### config.mk
export PLATFORM = sky130hd
export DESIGN_NAME = chiplink_port
export DESIGN_NICKNAME = d
export VERILOG_FILES = /design/src/rtl/chiplink_pkg.sv /design/src/rtl/chiplink_fifo.sv /design/src/rtl/chiplink_tx.sv /design/src/rtl/chiplink_rx.sv /design/src/rtl/chiplink_port.sv
export SDC_FILE = /design/constraint.sdc
export NUM_CORES = 1
export LEC_CHECK = 0
export ABC_AREA = 1
export BUFFER_PORTS_ARGS = -buffer_cell sky130_fd_sc_hd__buf_4
export CAP_MARGIN = 20
export CORE_MARGIN = 2
export CORE_UTILIZATION = 30
export CTS_CLUSTER_DIAMETER = 60
export CTS_CLUSTER_SIZE = 25
export DETAILED_ROUTE_END_ITERATION = 7
export HOLD_SLACK_MARGIN = 0.03
export PLACE_DENSITY = 0.41
export SLEW_MARGIN = 30
export SYNTH_ARGS = -nofsm -noshare
export SYNTH_HDL_FRONTEND = slang
export SYNTH_SLANG_ARGS = --single-unit
### constraint.sdc
create_clock -name clk -period 7.5 [get_ports clk]
set_input_delay 0 -clock clk [delete_from_list [all_inputs] [get_ports clk]]
set_output_delay 0 -clock clk [all_outputs]
set_load 0.03 [all_outputs]
### src/rtl/chiplink_pkg.sv
package chiplink_pkg;

    localparam int LINK_W_DEF  = 32;
    localparam int FIFO_D_DEF  = 16;
    localparam int FC_ON_DEF   = 12;
    localparam int FC_OFF_DEF  = 8;

    typedef enum logic {
        FC_OPEN = 1'b0,
        FC_HALT = 1'b1
    } fc_state_e;

    // Hysteresis step: halt at or above the high mark, reopen below the low mark.
    function automatic fc_state_e fc_next(input fc_state_e cur,
                                          input logic at_high,
                                          input logic below_low);
        if (at_high)
            return FC_HALT;
        else if (below_low)
            return FC_OPEN;
        return cur;
    endfunction

endpackage

### src/rtl/chiplink_fifo.sv
module chiplink_fifo #(
    parameter int WIDTH = 32,
    parameter int DEPTH = 16
) (
    input  logic                     clk,
    input  logic                     rst,
    input  logic                     wr_en,
    input  logic [WIDTH-1:0]         wr_data,
    input  logic                     rd_en,
    output logic [WIDTH-1:0]         rd_data,
    output logic [$clog2(DEPTH):0]   count
);
    localparam int AW = $clog2(DEPTH);
    localparam int CW = AW + 1;
    localparam logic [CW-1:0] FULL_C = CW'(DEPTH);

    logic [WIDTH-1:0] mem [DEPTH];
    logic [AW-1:0]    wp, rp;
    logic             do_wr, do_rd;

    assign do_wr   = wr_en && (count != FULL_C);
    assign do_rd   = rd_en && (count != '0);
    assign rd_data = mem[rp];

    always_ff @(posedge clk) begin
        if (do_wr)
            mem[wp] <= wr_data;
    end

    always_ff @(posedge clk) begin
        if (rst) begin
            wp    <= '0;
            rp    <= '0;
            count <= '0;
        end else begin
            if (do_wr) wp <= wp + 1'b1;
            if (do_rd) rp <= rp + 1'b1;
            case ({do_wr, do_rd})
                2'b10:   count <= count + 1'b1;
                2'b01:   count <= count - 1'b1;
                default: count <= count;
            endcase
        end
    end
endmodule

### src/rtl/chiplink_tx.sv
module chiplink_tx #(
    parameter int WIDTH = 32
) (
    input  logic             clk,
    input  logic             rst,
    input  logic             q_empty,
    input  logic [WIDTH-1:0] q_head,
    output logic             q_pop,
    input  logic             fc_in,
    output logic [WIDTH-1:0] dout,
    output logic             den
);
    logic fc_q;

    // Launch only on the registered copy of the peer's pause request.
    assign q_pop = !q_empty && !fc_q;

    always_ff @(posedge clk) begin
        if (rst) begin
            fc_q <= 1'b1;
            den  <= 1'b0;
            dout <= '0;
        end else begin
            fc_q <= fc_in;
            den  <= q_pop;
            if (q_pop)
                dout <= q_head;
        end
    end
endmodule

### src/rtl/chiplink_rx.sv
module chiplink_rx
    import chiplink_pkg::*;
#(
    parameter int WIDTH  = 32,
    parameter int DEPTH  = 16,
    parameter int FC_ON  = 12,
    parameter int FC_OFF = 8
) (
    input  logic                   clk,
    input  logic                   rst,
    input  logic [WIDTH-1:0]       din,
    input  logic                   den_in,
    input  logic [$clog2(DEPTH):0] q_count,
    output logic                   q_push,
    output logic [WIDTH-1:0]       q_data,
    output logic                   fc_out
);
    localparam int CW = $clog2(DEPTH) + 1;
    localparam logic [CW-1:0] ON_C  = CW'(FC_ON);
    localparam logic [CW-1:0] OFF_C = CW'(FC_OFF);

    logic      cap_en;
    logic [WIDTH-1:0] cap_data;
    fc_state_e fc_state;

    assign q_push = cap_en;
    assign q_data = cap_data;
    assign fc_out = (fc_state == FC_HALT);

    always_ff @(posedge clk) begin
        if (rst) begin
            cap_en   <= 1'b0;
            cap_data <= '0;
            fc_state <= FC_OPEN;
        end else begin
            cap_en   <= den_in;
            if (den_in)
                cap_data <= din;
            fc_state <= fc_next(fc_state, q_count >= ON_C, q_count < OFF_C);
        end
    end
endmodule

### src/rtl/chiplink_port.sv
module chiplink_port
    import chiplink_pkg::*;
#(
    parameter int LINK_W   = LINK_W_DEF,
    parameter int TX_DEPTH = FIFO_D_DEF,
    parameter int RX_DEPTH = FIFO_D_DEF,
    parameter int FC_ON    = FC_ON_DEF,
    parameter int FC_OFF   = FC_OFF_DEF
) (
    input  logic              clk,
    input  logic              rst,
    input  logic              tx_valid,
    input  logic [LINK_W-1:0] tx_data,
    output logic              tx_ready,
    output logic [LINK_W-1:0] lnk_dout,
    output logic              lnk_clk_out,
    output logic              lnk_den_out,
    input  logic              lnk_fc_in,
    input  logic [LINK_W-1:0] lnk_din,
    input  logic              lnk_den_in,
    output logic              lnk_fc_out,
    output logic              rx_valid,
    output logic [LINK_W-1:0] rx_data,
    input  logic              rx_ready
);
    localparam int TX_CW = $clog2(TX_DEPTH) + 1;
    localparam int RX_CW = $clog2(RX_DEPTH) + 1;

    logic [TX_CW-1:0]  tx_count;
    logic [RX_CW-1:0]  rx_count;
    logic              tx_empty, tx_pop, rx_push, rx_full;
    logic [LINK_W-1:0] tx_head, rx_wdata;

    assign lnk_clk_out = clk;
    assign tx_ready    = (tx_count != TX_CW'(TX_DEPTH));
    assign tx_empty    = (tx_count == '0);
    assign rx_valid    = (rx_count != '0);
    assign rx_full     = (rx_count == RX_CW'(RX_DEPTH));

    chiplink_fifo #(.WIDTH(LINK_W), .DEPTH(TX_DEPTH)) u_txq (
        .clk(clk), .rst(rst),
        .wr_en(tx_valid && tx_ready), .wr_data(tx_data),
        .rd_en(tx_pop), .rd_data(tx_head), .count(tx_count)
    );

    chiplink_tx #(.WIDTH(LINK_W)) u_tx (
        .clk(clk), .rst(rst),
        .q_empty(tx_empty), .q_head(tx_head), .q_pop(tx_pop),
        .fc_in(lnk_fc_in), .dout(lnk_dout), .den(lnk_den_out)
    );

    chiplink_rx #(.WIDTH(LINK_W), .DEPTH(RX_DEPTH), .FC_ON(FC_ON), .FC_OFF(FC_OFF)) u_rx (
        .clk(clk), .rst(rst),
        .din(lnk_din), .den_in(lnk_den_in), .q_count(rx_count),
        .q_push(rx_push), .q_data(rx_wdata), .fc_out(lnk_fc_out)
    );

    chiplink_fifo #(.WIDTH(LINK_W), .DEPTH(RX_DEPTH)) u_rxq (
        .clk(clk), .rst(rst),
        .wr_en(rx_push), .wr_data(rx_wdata),
        .rd_en(rx_valid && rx_ready), .rd_data(rx_data), .count(rx_count)
    );
endmodule

# Word level (Yosys, flattened, before mapping)
# Memories as Yosys holds them, arrays and structs flattened. A register that Yosys moved wholly into a read port is not among the register bits.
# Cells that the tools add are included.
# W data, S select, Z words.
[word_totals]
ff_bits = 62
ramBits = 1024
input_bits = 70
out_inout_bits = 69
elab_cells = 56
n_memories = 2
[mem_list]
columns = ["name", "depth", "width", "rd", "rd_clocked_by_memory_dff", "wr", "line", "rtl"]
rows = [
  ["u_rxq.mem", 16, 32, 1, 1, 1, "chiplink_fifo.sv:17", "logic [WIDTH-1:0] mem [DEPTH];"],
  ["u_txq.mem", 16, 32, 1, 1, 1, "chiplink_fifo.sv:17", ""],
]
[op_classes]
addsub = 8
order_cmp = 2
n_eq_ne = 6
mux = 13
reduce_logical = 14
[op_table]
columns = ["cell", "n"]
rows = [
  ["$pmux W5 S2", 2],
  ["$add A4 B1 Y4 const B", 4],
  ["$add A5 B1 Y5 const B", 2],
  ["$ne A5 B5 Y1 const B", 2],
  ["$reduce_bool A5 Y1", 2],
  ["$sub A5 B1 Y5 const B", 2],
  ["$mux W1", 9],
  ["$mux W4", 2],
  ["$logic_and A1 B1 Y1", 7],
  ["$ge A5 B4 Y1 const B", 1],
  ["$logic_not A5 Y1", 1],
  ["$lt A5 B4 Y1 const B", 1],
  ["$eq A2 B1 Y1 const B", 2],
  ["$eq A2 B2 Y1 const B", 2],
  ["$reduce_bool A2 Y1", 2],
  ["$logic_not A1 Y1", 2],
]

# Longest topological paths before layout
# Gate-level depths: netlist of run 1.
[depth]
depth_word = 6
depth_mapped = 17

# Modules after synthesis
# From an unflattened synthesis of run 1, not the netlist that was laid out.
[unflattened]
hier_cells = 3330
hier_area_um2 = 46136.7
[modules_own_cells]
columns = ["module", "instances", "cells_per_inst", "area_each_um2", "seq_area_each_um2"]
rows = [
  ["chiplink_fifo", 2, 1481, 21670.8, 15715.1],
  ["chiplink_tx", 1, 208, 1367.6, 680.7],
  ["chiplink_rx", 1, 146, 1358.8, 680.7],
  ["chiplink_port", 1, 14, 68.8, 0.0],
]

==> summary.md, run 1 <==
| Metric | Value |
|---|---|
| Core area | 154000 sq um |
| Placer Congestion | 0.715 |
| Crit path kind | clk2out |
| Hold Fails Final Rpt | 0 |
| Die Span Y | 397 um |
| Worst skew pair latency | 0.84 ns |
| Max transition margin | 33.7% |
| Initial DRC count | 2018 |
| MaxCap Viol Count | 0 |
| R2R depth | 15 |
| Worst Hold Depth | 2 |
| PD cells | 293 nW/um^2 |
| Final setup viols | 0 |
| # placed instances | 6168 |
| Global-route wire length before repair | 196 mm |
| Largest net degree at the start of global routing | 189 |
| Share of layout cells above drive strength 1 | 9.76% |
| Drt pass-1 iters | 5 |
| Routed WL per cell | 20.3 um |
| Largest area contributor in the netlist | edfxtp_1 |
| Commonest cells after routing, fill and taps aside | edfxtp_1 (1024), nand2_1 (901), inv_1 (584) |
| Static Leakage | 21.1 nW |
| DRC viols | 0 |
| Final Cell Area | 55000 sq um |
| Dominant cells by area after synthesis | edfxtp_1 (67%), nand2_1 (7.3%), nand3_1 (6.1%), inv_1 (4.8%), dfxtp_1 (4.2%) |
| Commonest non-fill, non-tap cell in the layout | edfxtp_1 |
| Crit path max fanout | 2 |
| Critical R2R Launch | u_txq.count[0]$_SDFFE_PP0P_ |
| Initial antenna violation count | 9 |
| Status | completed |
| Core Rows | 144 |
| Pre-CTS WS | 3.61 ns |
| Max IR drop VDD | 0.202 mV |
| Post-route ant nets | 0 |
| Worst Path Required | 7.50 ns |
| Synth Area per Inst | 11.1 sq um |
| Worst slew pin tran | 0.994 ns |
| Most used cell, CP | clkbuf_16 |
| Fin cells | 6553 |
| Yosys cell types | 25 |
| IO Port Bufs | 138 |
| Nets | 4495 |
| Die footprint | 157000 sq um |
| Vias | 29.8k |
| DR vias/cell | 4.55 |
| Post-synthesis register bit count | 1122 |
| Die width | 397 um |
| CP endpoint kind | output pin |
| Hold Crit Start | tx_data[20] |
| Mapped cell area | 46200 sq um |
| Post-Syn Nets | 4254 |
| Fin worst setup slack | 3.35 ns |
| Filler Cells Inserted | 15.3k |
| Yosys warning count | 0 |
| CTS resizes | 0 |
| CP max stage cell | buf_4 |
| Post-synth top area share | 66.5% |
| Post-synthesis cell count | 4167 |
| Vias in the first global route | 28.8k |
| Starting Density | 30.1% |
| Worst path max stage delay | 0.16 ns |
| Fin Setup TNS | 0 ns |
| Sequential fraction of the synthesis area | 70.8% |
| Worst EP arrival | 4.15 ns |
| Clock Skews | 0.0249 ns |
| Cells along the critical path | clkbuf_16 -> clkbuf_16 -> buf_4 |
| Clock Pin Slew Worst Setup and Hold Paths | 0.07 ns |
| Multi-input gate area | 10400 sq um |
| Worst setup path start | clk |
| I/O pin count | 139 |
| Final Max Tran Viols | 0 |
| CTS tree | built |
| Area after DPL | 49500 sq um |
| Hpwl dp | 63.3 mm |
| Final wirelength | 133 mm |
| Startpoint types | clock port |
| Hold Crit Class | in2reg |
| Overall Global Routing Usage | 16.8% |
| Setup Buffers After CTS | 0 |
| Area growth, synth to finish | 19.1% |
| Sequential Area | 32700 sq um |
| RSZ-0062 raised after global routing | no |
| Congestion Overflow GR | 0 |
==> flip-flops by register name, summed over array words and instances (netlist names), 5 cells and up, named ones only <==
register     count
u_rx.q_data     32
u_rxq.count      5
u_rxq.mem      512
u_tx.dout       32
u_txq.count      5
u_txq.mem      512
==> repair_timing <==
item	4_1_cts	5_1_grt
endpoints found under the setup margin	0	0
hold buffers	169	0
endpoints found under the hold margin	605	0
==> synthesized netlist by cell type <==
master and number:
buf_1 44, dfxtp_1 98, o21ai_1 1, buf_6 6, a21oi_1 152, edfxtp_1 1024
clkinv_1 1, buf_4 16, xnor2_1 3, o21bai_1 1, clkbuf_1 90, nand2_1 901
buf_2 81, a21boi_0 1, ha_1 17, nand3_1 561, o211ai_1 132, or2_2 1
nor2_1 228, nand3b_1 1, nand4_1 4, xor2_1 9, inv_1 590, inv_2 3
o21ai_0 202
==> per-stage QoR <==
step / util, % / total power, mW / hold slack, ns
global placement: 32.2 / 10.3 / 0.132
CTS: 35.9 / 16.4 / 0.0393
floorplan: - / 9.36 / 0.0989
finish: 35.9 / 16.1 / 0.0615
detailed placement: 32.2 / 10.3 / 0.132
global route: 35.9 / 17.0 / 0.0656
==> per-layer routing <==
layer | global-route usage, % | wire [um] | vias up
li1 | - | - | 14600
met1 | 22.4 | 60400 | 14600
met2 | 28.5 | 64700 | 510
met3 | 2.30 | 4580 | 185
met4 | 4.48 | 3160 | 2
met5 | 0 | 13 | -
==> worst max-delay path: cells and delay by family <==
kind,cells,cell delay [ns]
buf+inv,3,0.41
==> final cells by class <==
cell class / instances / share of cell area, %
antenna: 3 / 0.0136
clock buffer: 122 / 5.26
clock inverter: 92 / 1.82
inverter: 594 / 4.08
multi-input combinational: 2214 / 18.9
sequential: 1122 / 59.5
tap: 2044 / 4.65
timing repair buffer: 362 / 5.78
==> power breakdown <==
part | total (mW) | switching (mW) | internal [mW]
Combinational | 2.96 | 1.99 | 0.977
Clock | 5.95 | 2.69 | 3.26
Sequential | 7.23 | 0.248 | 6.98
Total | 16.1 | 4.92 | 11.2
==> path summary, 6_finish.rpt <==
path	endpoint	slack, ns
min reg2reg	flip-flop	0.49
min	u_txq.mem[5][20]$_DFFE_PP_	0.06
max reg2reg	u_txq.count[4]$_SDFFE_PP0P_	4.45
max	lnk_clk_out	3.35
==> kinds of logic (layout without fill, tap and decap cells) <==
| group | Yosys count | after routing | synth area share, % |
|---|---|---|---|
| buf+inv | 831 | 1170 | 7.20 |
| xor+xnor | 12 | 12 | 0.227 |
| fa+ha+maj | 17 | 17 | 0.460 |
| compound gates | 489 | 489 | 6.02 |
| flops | 1122 | 1122 | 70.8 |
| other cells | 0 | 3 | 0 |
| simple gates | 1696 | 1696 | 15.3 |
No activity file was read; power rests on OpenSTA's default activity.
==> run 2, diff against run 1 <==
==> constraint.sdc (replaced) <==
create_clock -name clk -period 4.3 [get_ports clk]
set_input_delay 0 -clock clk [delete_from_list [all_inputs] [get_ports clk]]
set_output_delay 0 -clock clk [all_outputs]
set_load 0.03 [all_outputs]
==> run 2 against run 1 <==
Setup slack got worse by 2.1 ns. Final area rose by 1.1%. Global-route usage barely moved. Clock-buffer cell count rose by 11. Sequential share of layout area fell by 0.64 points. Via count rose by 0.36%. Combinational power rose by 80%. Clock power rose by 82%. First-iteration DRC count fell by 6.8%. Clock skew rose by 0.049 ns. Non-clock buffer count rose by 14.
==> summary.md, run 2 (synthesis gave the netlist of run 1 again) <==
| Metric | Value |
|---|---|
| Status | completed |
| CP endpoint kind | output pin |
| Starting Density | 30.1% (unchanged) |
| Worst Path Required | 4.30 ns (-3.20 ns) |
| Fin cells | 6570 (+0.26%) |
| Final Max Tran Viols | 0 (unchanged) |
| Hpwl dp | 70.4 mm (+11%) |
| Max IR drop VDD | 0.343 mV (+70%) |
| Worst Hold Depth | 2 (unchanged) |
| Hold Crit Class | in2reg |
| Nets | 4512 (+0.38%) |
| Largest net degree at the start of global routing | 155 (-18%) |
| Worst EP arrival | 3.07 ns (-1.08 ns) |
| DR vias/cell | 4.56 (+0.10%) |
| Initial DRC count | 1881 (-6.8%) |
| CTS tree | built |
| Final setup viols | 0 (unchanged) |
| Worst slew pin tran | 0.966 ns (-0.0278 ns) |
| Die Span Y | 397 um (unchanged) |
| Congestion Overflow GR | 0 (unchanged) |
| Routed WL per cell | 20.2 um (-0.22%) |
| R2R depth | 15 (unchanged) |
| Global-route wire length before repair | 198 mm (+1.2%) |
| Initial antenna violation count | 4 (-5) |
| Clock Pin Slew Worst Setup and Hold Paths | 0.07 ns (about the same) |
| Crit path kind | reg2out |
| I/O pin count | 139 (unchanged) |
| Area growth, synth to finish | 20.4% |
| Filler Cells Inserted | 15.2k (-0.26%) |
| Placer Congestion | 0.736 (+2.9%) |
| Final wirelength | 133 mm (about the same) |
| DRC viols | 0 (unchanged) |
| RSZ-0062 raised after global routing | no |
| Vias | 29.9k (+0.36%) |
| Clock Skews | 0.0743 ns (+0.0493 ns) |
| Post-route ant nets | 0 (unchanged) |
| Worst skew pair latency | 0.88 ns (+0.04 ns) |
| Ant. Diodes | 0 (-3) |
| Setup Buffers After CTS | 0 (unchanged) |
| PD cells | 516 nW/um^2 (+76%) |
| Tmin final | 3.07 ns |
| Max transition margin | 35.6% (+1.9 points) |
| Drt pass-1 iters | 7 (+2) |
| CTS resizes | 0 (unchanged) |
| Hold Fails Final Rpt | 0 (unchanged) |
| Startpoint types | flip-flop |
| Commonest cells after routing, fill and taps aside | edfxtp_1 (1024), nand2_1 (901), inv_1 (584) |
| Share of layout cells above drive strength 1 | 10.4% (+0.66 points) |
| Top Registers | u_rxq.mem (512), u_txq.mem (512) |
| # placed instances | 6187 (+0.31%) |
| FMAX | 0.326 GHz |
| IO Port Bufs | 138 (unchanged) |
| Commonest non-fill, non-tap cell in the layout | edfxtp_1 |
| Die footprint | 157000 sq um (unchanged) |
| Overall Global Routing Usage | 16.8% (+0.028 points) |
| MaxCap Viol Count | 0 (unchanged) |
| Crit path max fanout | 64 (+62) |
| Core area | 154000 sq um (unchanged) |
| Flop2flop setup slack | 1.51 ns (-2.94 ns) |
| Fin Setup TNS | 0 ns (unchanged) |
| Die width | 397 um (unchanged) |
| Static Leakage | 21.4 nW (+1.3%) |
| Vias in the first global route | 29.5k (+2.7%) |
| Core Rows | 144 (unchanged) |
| Final worst path period share | 71.4% |
run 2: cell count changes in the layout (fill, tap and decap cells not counted), sizes merged:
cell,before,now
diode,3,0
dlygate4sd3,169,163
buf,194,214
clkbuf,121,132
clkinv,47,31
bufinv,11,8
clkinvlp,13,10
inv,615,632
run 2: cell type report:
class	instances	area, sq um	area share [%]
well taps	2044	2560	4.60
flip-flops and latches	1122	32700	58.8
multi-input cells	2214	10400	18.7
clock inverters	87	1080	1.93
clock buffers	133	3040	5.46
repair buffers	376	3560	6.40
inverters	594	2250	4.04
run 2: final timing paths:
check,startpoint,to
worst max-delay path,flip-flop,rx_data[3]
worst min-delay path,tx_data[20],u_txq.mem[3][20]$_DFFE_PP_
worst max register to register,u_txq.count[0]$_SDFFE_PP0P_,u_txq.count[4]$_SDFFE_PP0P_
worst min register to register,u_rxq.rp[2]$_SDFFE_PP0N_,flip-flop
run 2: timing repair:
item,in CTS,in global routing
endpoints found under the setup margin,0,0
hold buffers,163,0
hold endpoints to repair,604,0
run 2: power by group:
group	internal [mW]	total, mW	switching [mW]	leakage (nW)
logic	1.77	5.33	3.56	9.27
registers	12.2	12.6	0.418	10.1
clock network	5.82	10.8	4.99	1.99
run 2: per-layer routing:
layer  vias to the layer above  share of wire [%]  global-route usage, %
li1                      14600                  -                      -
met4                         0                2.0                   4.05
met3                       147                3.5                   2.24
met1                     14700                 45                   22.4
met5                         -                  0                      0
met2                       518                 49                   28.8
run 2: critical path, stage by stage (launching register included):
cell	delay [ns]
dfxtp_4	0.82
buf_4	0.53
a21oi_1	0.13
o21ai_0	0.10
nand3_1	0.15
nand3_1	0.13
nand2_1	0.16
buf_4	0.21
run 2: metrics by stage:
step	setup slack, ns	hold WS [ns]	area, sq um	util, %	power (mW)
finish	1.23	0.0616	55600	36.2	28.7
detailed placement	1.52	0.132	49900	32.5	18.2
global placement	1.54	0.132	49800	32.4	18.2
global route	1.01	0.0408	55600	36.2	30.1
floorplan	1.29	0.0989	46200	-	16.3
CTS	1.14	0.0302	55600	36.2	29.2
==> run 3, diff against run 2 <==
==> constraint.sdc (replaced) <==
create_clock -name clk -period 3.2 [get_ports clk]
set_input_delay 0 -clock clk [delete_from_list [all_inputs] [get_ports clk]]
set_output_delay 0 -clock clk [all_outputs]
set_load 0.03 [all_outputs]
==> run 3 against run 2 <==
Utilization hardly changed. Clock skew down 0.029 ns. Clock power rose by 31%. Non-clock buffer count rose by 11. Largest cell class unchanged. Largest power group unchanged.
==> summary.md, run 3 (synthesis gave the netlist of run 1 again) <==
| Metric | Value |
|---|---|
| Status | completed |
| Worst slew pin tran | 0.879 ns (-0.0874 ns) |
| Sw Share | 30.5% (-0.73 points) |
| DR vias/cell | 4.53 (-0.54%) |
| Hold Crit Start | tx_data[20] |
| Global-route wire length before repair | 192 mm (-3.2%) |
| Starting Density | 30.1% (unchanged) |
| Worst hold slack | 0.0597 ns (-0.00183 ns) |
| Clock Skews | 0.0453 ns (-0.0290 ns) |
| Vias | 29.8k (-0.43%) |
| Tmin final | 2.82 ns |
| Max transition margin | 41.4% (+5.8 points) |
| Core area | 154000 sq um (unchanged) |
| Hold Crit Class | in2reg |
| Max IR drop VDD | 0.431 mV (+26%) |
| Vias in the first global route | 29.2k (-1.0%) |
| Initial antenna violation count | 5 (+1) |
| Placer Congestion | 0.763 (+3.7%) |
| FMAX | 0.354 GHz |
| CTS tree | built |
| Sequential Area | 32700 sq um (unchanged) |
| Die Span Y | 397 um (unchanged) |
| Crit path max fanout | 40 (-38%) |
| Die footprint | 157000 sq um (unchanged) |
| Worst EP arrival | 2.82 ns (-0.25 ns) |
| Nets | 4522 (+0.22%) |
| Worst Path Required | 3.20 ns (-1.10 ns) |
| Largest net degree at the start of global routing | 146 (-5.8%) |
| Static Leakage | 21.4 nW (about the same) |
| Final worst path period share | 88.2% |
| Die width | 397 um (unchanged) |
| Clock Pin Slew Worst Setup and Hold Paths | 0.07 ns (about the same) |
| IO Port Bufs | 138 (unchanged) |
| Routed WL per cell | 19.5 um (-3.8%) |
| Drt pass-1 iters | 5 (-2) |
| Final wirelength | 128 mm (-3.7%) |
| I/O pin count | 139 (unchanged) |
| Filler Cells Inserted | 15.2k (-0.033%) |
| Worst skew pair latency | 0.85 ns (-0.03 ns) |
| Share of layout cells above drive strength 1 | 10.5% (+0.074 points) |
| RSZ-0062 raised after global routing | no |
| Area growth, synth to finish | 20.4% (about the same) |
| Critical R2R Launch | u_rxq.count[0]$_SDFFE_PP0P_ |
| Hpwl dp | 71.3 mm (+1.3%) |
| Crit path kind | reg2out |
| CP endpoint kind | output pin |
| Top Registers | u_rxq.mem (512), u_txq.mem (512) |
| DRC viols | 0 (unchanged) |
| Commonest cells after routing, fill and taps aside | edfxtp_1 (1024), nand2_1 (901), inv_1 (584) |
| Core Rows | 144 (unchanged) |
| Setup Buffers After CTS | 0 (unchanged) |
| Post-route ant nets | 0 (unchanged) |
| Initial DRC count | 1782 (-5.3%) |
| Part of the power in registers | 43.7% (about the same) |
| MaxCap Viol Count | 0 (unchanged) |
| Final Max Tran Viols | 0 (unchanged) |
| Switching pwr | 11.7 mW (+31%) |
| Multi-input gate area | 10400 sq um (unchanged) |
| Congestion Overflow GR | 0 (unchanged) |
| Hold Fails Final Rpt | 0 (unchanged) |
| Fin Setup TNS | 0 ns (unchanged) |
| Final setup viols | 0 (unchanged) |
| Cell internal pwr | 26.7 mW (+35%) |
| PD cells | 690 nW/um^2 (+34%) |
| Commonest non-fill, non-tap cell in the layout | edfxtp_1 |
| Startpoint types | flip-flop |
| Overall Global Routing Usage | 16.2% (-0.61 points) |
| Comb power frac | 19.5% (+1.0 points) |
| Clk network pwr share | 36.8% (-0.8 points) |
==> run 3: cell type report <==
class | count | share of cell area, %
Antenna cell | 1 | 0.00450
Clock buffer | 128 | 5.38
Clock inverter | 87 | 1.77
Inverter | 594 | 4.04
Multi-Input combinational cell | 2214 | 18.7
Sequential cell | 1122 | 58.8
Tap cell | 2044 | 4.59
Timing Repair Buffer | 387 | 6.68
==> run 3: path summary, 6_finish.rpt <==
kind	to	slack [ns]	depth (start not counted)
worst max register to register	u_rxq.mem[6][27]$_DFFE_PP_	0.77	7
worst min register to register	flip-flop	0.47	2
worst max-delay path	rx_data[14]	0.38	8
worst min-delay path	u_txq.mem[8][20]$_DFFE_PP_	0.06	2
==> run 3: through the flow <==
step	setup WS [ns]	power, mW	area (sq um)	instances	utilization [%]
after floorplan	0.187	21.9	46200	4167	-
after global placement	0.782	24.7	50100	6203	32.6
after detailed placement	0.736	24.7	50100	6203	32.6
after CTS	0.292	39.0	55700	6576	36.3
after global routing	0.0978	40.4	55700	6577	36.3
final	0.376	38.4	55700	6577	36.3
==> run 3: per-layer routing <==
layer | track usage (%) | vias to the layer above | part of all wire, %
li1 | - | 14600 | -
met1 | 21.0 | 14500 | 44
met2 | 28.0 | 495 | 50
met3 | 2.55 | 166 | 3.8
met4 | 4.16 | 2 | 2.2
met5 | 0 | - | 0.010
==> run 3: power groups by stage <==
stage / clock network [mW] / registers [mW] / logic [mW]
floorplan: 0.0468 / 17.0 / 4.89
global placement: 0.0468 / 17.1 / 7.49
detailed placement: 0.0468 / 17.1 / 7.49
CTS: 14.5 / 16.8 / 7.67
global route: 15.1 / 16.9 / 8.39
finish: 14.1 / 16.8 / 7.47
==> run 3: critical path, stage by stage (launching register included) <==
cell	delay, ns
dfxtp_4	0.57
buf_12	0.26
buf_4	0.39
a21oi_1	0.12
o21ai_0	0.11
nand3_1	0.13
nand3_1	0.12
nand2_1	0.08
buf_4	0.17
==> run 3: what timing repair did <==
item / 4_1_cts / 5_1_grt
hold buffers: 159 / 0
resized for setup: 0 / 0
hold endpoints to repair: 606 / 0
